## config.mk

```make
export PLATFORM = sky130hd
export DESIGN_NAME = irq_steer
export DESIGN_NICKNAME = d
export VERILOG_FILES = /design/src/rtl/irq_steer_pkg.sv /design/src/rtl/irq_steer_regs.sv /design/src/rtl/irq_steer_detect.sv /design/src/rtl/irq_steer_arb.sv /design/src/rtl/irq_steer.sv
export SDC_FILE = /design/constraint.sdc
export NUM_CORES = 2
export LEC_CHECK = 0
export BUFFER_PORTS_ARGS = -buffer_cell sky130_fd_sc_hd__buf_4
export CAP_MARGIN = 5
export CORE_UTILIZATION = 30
export CTS_BUF_LIST = sky130_fd_sc_hd__clkbuf_16
export DETAILED_ROUTE_END_ITERATION = 12
export GPL_ROUTABILITY_DRIVEN = 0
export SYNTH_ARGS = -nofsm -noshare
export SYNTH_HDL_FRONTEND = slang
export SYNTH_SLANG_ARGS = --single-unit
```

## constraint.sdc

```tcl
create_clock -name clk -period 3.5 [get_ports clk]
set_input_delay 0.175 -clock clk [delete_from_list [all_inputs] [get_ports clk]]
set_output_delay 0.175 -clock clk [all_outputs]
set_load 0.02 [all_outputs]
```

## src/rtl/irq_steer_pkg.sv

```systemverilog
package irq_steer_pkg;

   // One redirection entry, stored without the read-as-zero bits
   typedef struct packed {
      logic [7:0] vec;
      logic [2:0] dmode;
      logic       dlog;
      logic       pol;
      logic       trig;
      logic       mask;
      logic [7:0] dest;
   } rte_t;

   localparam logic [7:0] BUS_SEL_ADDR = 8'h00;
   localparam logic [7:0] BUS_WIN_ADDR = 8'h10;
   localparam logic [7:0] IDX_ID       = 8'h00;
   localparam logic [7:0] IDX_VER      = 8'h01;
   localparam int         IDX_TABLE    = 16;

endpackage

```

## src/rtl/irq_steer_regs.sv

```systemverilog
module irq_steer_regs
   import irq_steer_pkg::*;
#(
   parameter int         NPINS   = 24,
   parameter logic [7:0] VERSION = 8'h20
) (
   input  logic                  clk,
   input  logic                  rst_n,
   input  logic [7:0]            bus_addr,
   input  logic                  bus_wr,
   input  logic [31:0]           bus_wdata,
   output logic [31:0]           bus_rdata,
   input  logic [NPINS-1:0]      rirr_set,
   input  logic                  eoi_valid,
   input  logic [7:0]            eoi_vector,
   output rte_t [NPINS-1:0]      ent,
   output logic [NPINS-1:0]      rirr
);

   localparam logic [7:0] MAX_ENTRY = 8'(NPINS - 1);

   logic [7:0]  sel_q;
   logic [3:0]  id_q;
   logic        sel_wr, win_wr;
   logic [31:0] win_data;
   logic [NPINS-1:0] trig_v;

   assign sel_wr = bus_wr && (bus_addr == BUS_SEL_ADDR);
   assign win_wr = bus_wr && (bus_addr == BUS_WIN_ADDR);

   always_ff @(posedge clk) begin
      if (!rst_n) begin
         sel_q <= '0;
         id_q  <= '0;
      end else begin
         if (sel_wr) sel_q <= bus_wdata[7:0];
         if (win_wr && sel_q == IDX_ID) id_q <= bus_wdata[27:24];
      end
   end

   for (genvar n = 0; n < NPINS; n++) begin : g_ent
      localparam logic [7:0] LO_IDX = 8'(IDX_TABLE + 2*n);
      localparam logic [7:0] HI_IDX = 8'(IDX_TABLE + 2*n + 1);

      always_ff @(posedge clk) begin
         if (!rst_n) begin
            ent[n]      <= '0;
            ent[n].mask <= 1'b1;
         end else if (win_wr && sel_q == LO_IDX) begin
            ent[n].vec   <= bus_wdata[7:0];
            ent[n].dmode <= bus_wdata[10:8];
            ent[n].dlog  <= bus_wdata[11];
            ent[n].pol   <= bus_wdata[13];
            ent[n].trig  <= bus_wdata[15];
            ent[n].mask  <= bus_wdata[16];
         end else if (win_wr && sel_q == HI_IDX) begin
            ent[n].dest  <= bus_wdata[31:24];
         end
      end

      always_ff @(posedge clk) begin
         if (!rst_n)
            rirr[n] <= 1'b0;
         else if (rirr_set[n])
            rirr[n] <= 1'b1;
         else if (eoi_valid && ent[n].trig && ent[n].vec == eoi_vector)
            rirr[n] <= 1'b0;
      end

      assign trig_v[n] = ent[n].trig;
   end

   always_comb begin
      win_data = '0;
      if (sel_q == IDX_ID)
         win_data = {4'b0, id_q, 24'b0};
      else if (sel_q == IDX_VER)
         win_data = {8'b0, MAX_ENTRY, 8'b0, VERSION};
      for (int n = 0; n < NPINS; n++) begin
         if (sel_q == 8'(IDX_TABLE + 2*n))
            win_data = {15'b0, ent[n].mask, ent[n].trig, rirr[n], ent[n].pol,
                        1'b0, ent[n].dlog, ent[n].dmode, ent[n].vec};
         else if (sel_q == 8'(IDX_TABLE + 2*n + 1))
            win_data = {ent[n].dest, 24'b0};
      end
   end

   always_comb begin
      bus_rdata = '0;
      if (bus_addr == BUS_SEL_ADDR)      bus_rdata = {24'b0, sel_q};
      else if (bus_addr == BUS_WIN_ADDR) bus_rdata = win_data;
   end

   logic unused_wdata;
   assign unused_wdata = ^{bus_wdata[23:17], bus_wdata[14], bus_wdata[12],
                           bus_wdata[31:28]};

   // a remote-request bit only rises on an entry that was level-triggered
   p_rirr_level_r6: assert property (@(posedge clk) disable iff (!rst_n)
      ((rirr & ~$past(rirr)) & ~$past(trig_v)) == '0);

endmodule

```

## src/rtl/irq_steer_detect.sv

```systemverilog
module irq_steer_detect
   import irq_steer_pkg::*;
#(
   parameter int NPINS = 24
) (
   input  logic             clk,
   input  logic             rst_n,
   input  logic [NPINS-1:0] pins,
   input  rte_t [NPINS-1:0] ent,
   input  logic [NPINS-1:0] rirr,
   input  logic [NPINS-1:0] take,
   output logic [NPINS-1:0] req
);

   for (genvar n = 0; n < NPINS; n++) begin : g_pin
      logic act, act_q, epend;

      assign act = pins[n] ^ ent[n].pol;

      always_ff @(posedge clk) begin
         if (!rst_n) begin
            act_q <= 1'b0;
            epend <= 1'b0;
         end else begin
            act_q <= act;
            if (act && !act_q && !ent[n].mask && !ent[n].trig)
               epend <= 1'b1;
            else if (take[n])
               epend <= 1'b0;
         end
      end

      assign req[n] = !ent[n].mask &&
                      (ent[n].trig ? (act && !rirr[n]) : epend);

      // a masked pin never holds a pending edge request into the arbiter
      p_masked_quiet_r9: assert property (@(posedge clk) disable iff (!rst_n)
         (ent[n].mask && $past(ent[n].mask)) |-> !req[n]);
   end

endmodule

```

## src/rtl/irq_steer_arb.sv

```systemverilog
module irq_steer_arb #(
   parameter int NPINS = 24,
   parameter int IDX_W = (NPINS > 1) ? $clog2(NPINS) : 1
) (
   input  logic             clk,
   input  logic             rst_n,
   input  logic [NPINS-1:0] req,
   output logic [NPINS-1:0] grant,
   output logic [IDX_W-1:0] idx,
   output logic             any
);

   if (NPINS == 1) begin : g_single
      assign grant = req;
   end else begin : g_chain
      logic [NPINS:0] seen;
      assign seen[0] = 1'b0;
      for (genvar n = 0; n < NPINS; n++) begin : g_bit
         assign grant[n]  = req[n] && !seen[n];
         assign seen[n+1] = seen[n] || req[n];
      end
   end

   always_comb begin
      idx = '0;
      for (int n = NPINS - 1; n >= 0; n--)
         if (req[n]) idx = IDX_W'(n);
   end

   assign any = |req;

   // only requesting pins are granted, and the lowest one wins
   p_grant_in_req_r10: assert property (@(posedge clk) disable iff (!rst_n)
      (grant & ~req) == '0);
   p_grant_lowest_r10: assert property (@(posedge clk) disable iff (!rst_n)
      (grant != '0) |-> (((grant - 1'b1) & req) == '0));

endmodule

```

## src/rtl/irq_steer.sv

```systemverilog
module irq_steer
   import irq_steer_pkg::*;
#(
   parameter int         NPINS   = 24,
   parameter logic [7:0] VERSION = 8'h20
) (
   input  logic             clk,
   input  logic             rst_n,
   input  logic [7:0]       bus_addr,
   input  logic             bus_wr,
   input  logic [31:0]      bus_wdata,
   output logic [31:0]      bus_rdata,
   input  logic [NPINS-1:0] irq_pins,
   input  logic             eoi_valid,
   input  logic [7:0]       eoi_vector,
   output logic             msg_valid,
   input  logic             msg_ready,
   output logic [7:0]       msg_vector,
   output logic [2:0]       msg_dmode,
   output logic             msg_logical,
   output logic [7:0]       msg_dest
);

   localparam int IDX_W = (NPINS > 1) ? $clog2(NPINS) : 1;

   if (NPINS < 1 || NPINS > 120) begin : g_bad_npins
      $error("irq_steer: NPINS must lie in 1..120 so every entry index fits 8 bits");
   end

   rte_t [NPINS-1:0] ent;
   logic [NPINS-1:0] rirr, req, grant, take, trig_v;
   logic [IDX_W-1:0] idx;
   logic             any, load;

   for (genvar n = 0; n < NPINS; n++) begin : g_trig
      assign trig_v[n] = ent[n].trig;
   end

   assign load = !msg_valid && any;
   assign take = load ? grant : '0;

   irq_steer_regs #(.NPINS(NPINS), .VERSION(VERSION)) u_regs (
      .clk        (clk),
      .rst_n      (rst_n),
      .bus_addr   (bus_addr),
      .bus_wr     (bus_wr),
      .bus_wdata  (bus_wdata),
      .bus_rdata  (bus_rdata),
      .rirr_set   (take & trig_v),
      .eoi_valid  (eoi_valid),
      .eoi_vector (eoi_vector),
      .ent        (ent),
      .rirr       (rirr)
   );

   irq_steer_detect #(.NPINS(NPINS)) u_detect (
      .clk   (clk),
      .rst_n (rst_n),
      .pins  (irq_pins),
      .ent   (ent),
      .rirr  (rirr),
      .take  (take),
      .req   (req)
   );

   irq_steer_arb #(.NPINS(NPINS), .IDX_W(IDX_W)) u_arb (
      .clk   (clk),
      .rst_n (rst_n),
      .req   (req),
      .grant (grant),
      .idx   (idx),
      .any   (any)
   );

   always_ff @(posedge clk) begin
      if (!rst_n) begin
         msg_valid   <= 1'b0;
         msg_vector  <= '0;
         msg_dmode   <= '0;
         msg_logical <= 1'b0;
         msg_dest    <= '0;
      end else if (msg_valid && msg_ready) begin
         msg_valid <= 1'b0;
      end else if (load) begin
         msg_valid   <= 1'b1;
         msg_vector  <= ent[idx].vec;
         msg_dmode   <= ent[idx].dmode;
         msg_logical <= ent[idx].dlog;
         msg_dest    <= ent[idx].dest;
      end
   end

   // a stalled message holds every field
   p_hold_r10: assert property (@(posedge clk) disable iff (!rst_n)
      (msg_valid && !msg_ready) |=> (msg_valid && $stable(msg_vector) &&
         $stable(msg_dest) && $stable(msg_dmode) && $stable(msg_logical)));
   // a message only appears when some pin was requesting
   p_rise_needs_req_r5: assert property (@(posedge clk) disable iff (!rst_n)
      $rose(msg_valid) |-> $past(any));

endmodule

```

Yosys cells after proc, flatten, opt, wreduce, memory -nomap -nowiden
Index checks and enable logic that the tools add are counted.
Widths: inputs -> output; s select.
{"block": "totals", "output_inout_bits": 53, "regBits": 657}
{"block": "op_classes", "eq_ne": 74, "reduce_logical": 463, "mux": 199, "bitwise": 51, "magnitude_cmp": 1}
{"cell": "$mux 32", "count": 51}
{"cell": "$eq 8x6->1 const B", "count": 32}
{"cell": "$logic_and 1x1->1", "count": 244}
{"cell": "$eq 8x8->1", "count": 24}
{"cell": "$eq 8x5->1 const B", "count": 17}
{"cell": "$logic_not 1->1", "count": 120}
{"cell": "$mux 1", "count": 120}
{"cell": "$mux 5", "count": 24}
{"cell": "$bmux 23 s5", "count": 1}
{"cell": "$reduce_bool 2->1", "count": 48}
{"cell": "$reduce_and 2->1", "count": 25}
{"cell": "$not 1->1", "count": 26}
{"cell": "$and 24x24->24", "count": 1}
{"cell": "$mux 24", "count": 1}
{"cell": "$reduce_or 24->1", "count": 1}
{"cell": "$xor 1x1->1", "count": 24}
{"cell": "$mux 23", "count": 1}
{"cell": "$logic_or 1x1->1", "count": 22}
{"cell": "$mux 21", "count": 1}
{"cell": "$logic_not 8->1", "count": 2}
{"cell": "$eq 8x1->1 const B", "count": 1}
{"cell": "$lt 5x6->1 const B", "count": 1}
{"cell": "$reduce_or 2->1", "count": 1}

Longest topological paths before layout
{"block": "depth", "word_depth": 53, "ltp_mapped": 13, "depth_no_buf": 10}

Hierarchy
From an unflattened synthesis, not the netlist that was laid out.
{"block": "hier_totals", "cells_unflattened": 4546, "area_unflattened_um2": 37408.4}
{"module": "irq_steer_regs", "area_per_inst_um2": 29366.9, "n_inst": 1, "cells_each": 3678}
{"module": "irq_steer", "area_per_inst_um2": 5083.6, "n_inst": 1, "cells_each": 536}
{"module": "irq_steer_detect", "area_per_inst_um2": 2416.1, "n_inst": 1, "cells_each": 247}
{"module": "irq_steer_arb", "area_per_inst_um2": 541.8, "n_inst": 1, "cells_each": 85}

Worst setup path before layout
OpenSTA, ideal clock, no wires.
{"block": "synth_path", "path_kind": "flip-flop to flip-flop", "start": "register, netlist name u_regs.ent[354]", "end": "register msg_vector[1]", "path_stages_with_launch": 12, "path_buffers": 2, "path_slack_ns": 0.717, "arrival_time_ns": 2.661, "setup_time_ns": 0.122, "cell_sequence": "dfxtp_1 -> nor3b_1 -> a21o_1 -> o21ai_1 -> a2111o_1 -> nor3_2 -> or2_1 -> buf_6 -> buf_12 -> mux4_2 -> a221oi_2 -> nand2_1"}
{"block": "synth_via", "elab_chain_cells": 20, "elab_cells_between_ends": 23}
{"item": "$mux 1 *", "line_no": "irq_steer_detect.sv:34", "text": "(ent[n].trig ? (act && !rirr[n]) : epend);"}
{"item": "$logic_and 1x1->1 *", "line_no": "irq_steer_detect.sv:33", "text": "assign req[n] = !ent[n].mask &&"}
{"item": "$mux 5 (16 in a row)", "line_no": "irq_steer_arb.sv:27", "text": "if (req[n]) idx = IDX_W'(n);"}
{"item": "$bmux 23 s5", "line_no": "irq_steer.sv:86", "text": "msg_vector <= ent[idx].vec;"}
{"item": "$mux 23"}
{"item": "to (signal assigned)", "line_no": "irq_steer.sv:86"}
{"item": "to (decl)", "line_no": "irq_steer.sv:18", "text": "output logic [7:0] msg_vector,"}
Mark *: on every way between the ends. The rest lies on a longest branch, timed or not. The select of a mux whose other input is x is not followed.
A chain may end at the register's enable or synchronous reset.

Worst setup path in the final report
{"block": "layout_path", "start": "register u_regs.sel_q[3]", "end": "output port bus_rdata[6]"}
{"block": "layout_via", "elab_chain_cells": 52, "elab_cells_between_ends": 100}
{"item": "from (decl)", "line_no": "irq_steer_regs.sv:22", "text": "logic [7:0] sel_q;"}
{"item": "from (signal assigned)", "line_no": "irq_steer_regs.sv:36", "text": "if (sel_wr) sel_q <= bus_wdata[7:0];"}
{"item": "$logic_not 8->1", "line_no": "irq_steer_regs.sv:75", "text": "if (sel_q == IDX_ID)"}
{"item": "$mux 32", "line_no": "irq_steer_regs.sv:75"}
{"item": "$mux 32", "line_no": "irq_steer_regs.sv:83", "text": "else if (sel_q == 8'(IDX_TABLE + 2*n + 1))"}
{"item": "$mux 32", "line_no": "irq_steer_regs.sv:80", "text": "if (sel_q == 8'(IDX_TABLE + 2*n))"}
{"item": "$mux 32", "line_no": "irq_steer_regs.sv:83"}
{"item": "$mux 32", "line_no": "irq_steer_regs.sv:80"}
{"item": "$mux 32", "line_no": "irq_steer_regs.sv:83"}
{"item": "$mux 32", "line_no": "irq_steer_regs.sv:80"}
{"item": "(+36 left out)"}
{"item": "$mux 32", "line_no": "irq_steer_regs.sv:83"}
{"item": "$mux 32", "line_no": "irq_steer_regs.sv:80"}
{"item": "$mux 32", "line_no": "irq_steer_regs.sv:83"}
{"item": "$mux 32", "line_no": "irq_steer_regs.sv:80"}
{"item": "$mux 32", "line_no": "irq_steer_regs.sv:83"}
{"item": "$mux 32 *", "line_no": "irq_steer_regs.sv:80"}
{"item": "$mux 32 *", "line_no": "irq_steer_regs.sv:91", "text": "else if (bus_addr == BUS_WIN_ADDR) bus_rdata = win_data;"}
{"item": "$mux 32 *", "line_no": "irq_steer_regs.sv:90", "text": "if (bus_addr == BUS_SEL_ADDR) bus_rdata = {24'b0, sel_q};"}
{"item": "to (decl)", "line_no": "irq_steer.sv:12", "text": "output logic [31:0] bus_rdata,"}
Mark *: on every way between the ends. The rest lies on a longest branch, timed or not.

==> flow_summary_export.csv <==
group,metric,value,unit
floorplanning,die_x,345,µm
sta,layout_min_cycle_time,3.58,ns
setup_path,path_class,"register to primary output",
setup_path,cp.required,3.32,ns
synthesis,yosysWarningCount,0,
final_layout,fin_area,44100,µm²
placed_design,hpwl,116000,µm
synthesis,async_flop_share,0,
clock_network,clkLatencyLatePin,0.67,ns
floorplanning,fp-row-count,125,
synthesis,synth_edf_count,0,
global_route,grt-ovfl-total,0,
clock_network,numCtsBuffers,73,
pwr,p_leak,0.0146,µW
global_route,grtUsageTotal,0.255,
outcome,failed_checks,"setup timing",
synthesis,synth.area.top_cells,"dfxtp_1 37%, nand2_1 14%, a21boi_0 12%",
pwr,power.internal,12200,µW
synthesis,syn_area_per_cell,8.09,µm²
setup_path,critPathCaptureType,"primary output",
global_route,antenna_found_initial,5,
synthesis,synth_seq_area_share,0.372,
sta,fin_crit_sh,1.02,
final_layout,final_nets,4742,
sta,hold_viol,0,
floorplanning,pin_count,130,
worst_hold_path,hold_path_class,"primary input to register",
route,wl_per_cell,25.8,µm
global_route,grt_start_max_net_pins,229,
flow_run,cap_violations,0,
global_route,grt_first_pass_wirelength,230000,µm
clock_network,cts-htree-levels,3,
synthesis,ys_types,85,
synthesis,syn_area,35400,µm²
outcome,outcome,"complete, but fails checks",
pwr,p_switching,3920,µW
synthesis,synthFlopType,"dfxtp_1",
setup_path,crit_arrival,3.40,ns
synthesis,netlist_instances,4370,
route,drt_iter0_markers,5437,
worst_hold_path,whs_path_depth,4,
floorplanning,initial_core_util,0.303,
clock_network,clock_sinks,657,
clock_network,tritoncts,"built",
pwr,sw_frac_of_total,0.242,
final_layout,final_layout_size_suffix_gt1_frac,0.175,
final_layout,final_cells,6248,
placed_design,port_buffers,115,
placed_design,place_inst,6008,
final_layout,fillCellCount,11765,
sta,clock_skew,0.0313,ns
route,vias,36556,
route,drt_pre_antenna_iters,10,
clock_network,cts_root_buffer,"clkbuf_16",
synthesis,ys_ff_latch,657,
floorplanning,core_area,117000,µm²
final_layout,syn_to_final_growth,24.7,%
setup_path,startpoint_type,"register",
synthesis,synth_area_leader_cell,"dfxtp_1",
placed_design,placed_area,39600,µm²
pwr,power_frac_seq,0.463,
route,via_per_inst,5.85,
pwr,power_frac_comb,0.044,
global_route,grt_pass1_vias,33837,
sta,maxSlewHeadroom,0.229,
floorplanning,die_area,119000,µm²
pwr,clockPowerShare,0.493,
clock_network,path_clk_slew,0.06,ns
synthesis,ys_top_cells_by_count,"1284 x nand2_1, 657 x dfxtp_1, 569 x a21boi_0",
sta,fin_ws,-0.0778,ns
setup_path,crit_fanout,6,
setup_path,rr_worst_depth,13,
synthesis,synth_top_area_frac,0.372,
route,ant_nets,0,
route,drc,0,
pwr,ir_worst_vdd,0.304,mV
floorplanning,fp.dieH,345,µm
sta,max_freq,280,MHz
sta,worst_pin_slew,1.16,ns
sta,drv_slew,0,
pwr,power_density,367,nW/µm²
clock_network,clockBufferDepth,3,
sta,setup_violations,9,
synthesis,synth_most_common_cell,"nand2_1",
sta,rsz0062_at_grt,"true",
route,routed_wl,161000,µm
## critical path, stage by stage, from the launching register on
cell and delay, ns:
dfxtp_4 0.38, buf_8 0.14, buf_4 0.14, nor3_4 0.49
nand2_1 0.26, o21ai_0 0.46, a31oi_4 0.08, a21oi_2 0.20
a31oi_4 0.12, a221o_1 0.33, buf_6 0.15
## cell families (layout without fill, tap and decap cells)
| family | after synthesis | count (layout) | synth area share |
|---|---|---|---|
| simple gates | 1797 | 1798 | 0.217 |
| mux | 214 | 214 | 0.0670 |
| xor+xnor | 216 | 216 | 0.0537 |
| other cells | 1 | 6 | 0.000106 |
| flops | 657 | 657 | 0.372 |
| buf+inv | 334 | 682 | 0.0415 |
| compound gates | 1151 | 1151 | 0.249 |
## what timing repair did
item | 4_1_cts | 5_1_grt
hold buffers | 50 | 0
cloned | 0 | 9
setup buffers | 9 | 42
setup endpoints to repair | 29 | 43
hold endpoints to repair | 562 | 0
pin swaps | 26 | 68
gates resized for setup | 111 | 117
## metrics by stage
step,hold slack [ns],setup TNS (ns),power (µW),setup slack [ns],util
after global routing,0.0792,-0.371,16500,-0.0606,0.379
after CTS,0.0543,-0.0904,16200,-0.0431,0.369
after global placement,0.450,0,8300,0.0146,0.340
after detailed placement,0.470,0,8300,0.00454,0.340
final,0.0501,-0.261,16200,-0.0778,0.379
after floorplan,0.299,0,8060,0.717,-
## cell usage in the layout (no fill, tap or decap), types with 50 or more instances in the layout
cell type         n
a21boi_0        569
mux2i_1         193
dlygate4sd3_1    50
nand3_1          76
nand4_1          55
a22oi_1         117
o22ai_1          93
nor2_1           86
nand2_1        1276
nor3_1           55
clkbuf_16        82
buf_4           421
dfxtp_1         641
a22o_1           52
xor2_1          178
## per-layer routing
| layer | up-vias | part of all wire | GRT usage |
|---|---|---|---|
| met5 | - | 0.00081 | 0 |
| met4 | 8 | 0.078 | 0.158 |
| met3 | 659 | 0.10 | 0.0537 |
| met2 | 2347 | 0.43 | 0.389 |
| met1 | 17469 | 0.39 | 0.329 |
| li1 | 16073 | - | - |
## final timing paths
| path | slack [ns] | from | endpoint |
|---|---|---|---|
| max | -0.08 | u_regs.sel_q[3]$_SDFFE_PN0P_ | bus_rdata[6] |
| min | 0.05 | irq_pins[3] | u_detect.g_pin[3].act_q$_SDFF_PN0_ |
| max reg2reg | 0.02 | u_regs.ent[307]$_SDFFE_PN1P_ | msg_vector[3]$_SDFFE_PN0P_ |
| min reg2reg | 0.48 | u_regs.ent[371]$_SDFFE_PN0P_ | u_regs.ent[371]$_SDFFE_PN0P_ |
## power groups by stage
stage / Combinational [µW] / Clock, µW / Sequential, µW
2_1_floorplan: 399 / 0 / 7660
3_3_place_gp: 634 / 0 / 7660
3_5_place_dp: 634 / 0 / 7660
4_1_cts: 687 / 7990 / 7490
5_1_grt: 729 / 8330 / 7490
6_report: 706 / 7970 / 7490
## registers in the layout (all words and copies together), names as in the netlist
register / flops
u_regs.ent: 552
msg_valid: 1
msg_dest: 8
msg_logical: 1
msg_vector: 8
u_detect.g_pin.epend: 24
msg_dmode: 3
u_regs.id_q: 4
u_detect.g_pin.act_q: 24
u_regs.sel_q: 8
u_regs.rirr: 24
## cell type report
class	count	area [µm²]	share of cell area
diodes	1	2.50	0.0000567
flip-flops and latches	657	13200	0.299
well taps	1524	1910	0.0432
clock inverters	58	520	0.0118
multi-input cells	3384	21800	0.493
inverters	10	37.5	0.000851
repair buffers	539	4810	0.109
clock buffers	75	1880	0.0425
(Power assumes the default switching activity.)
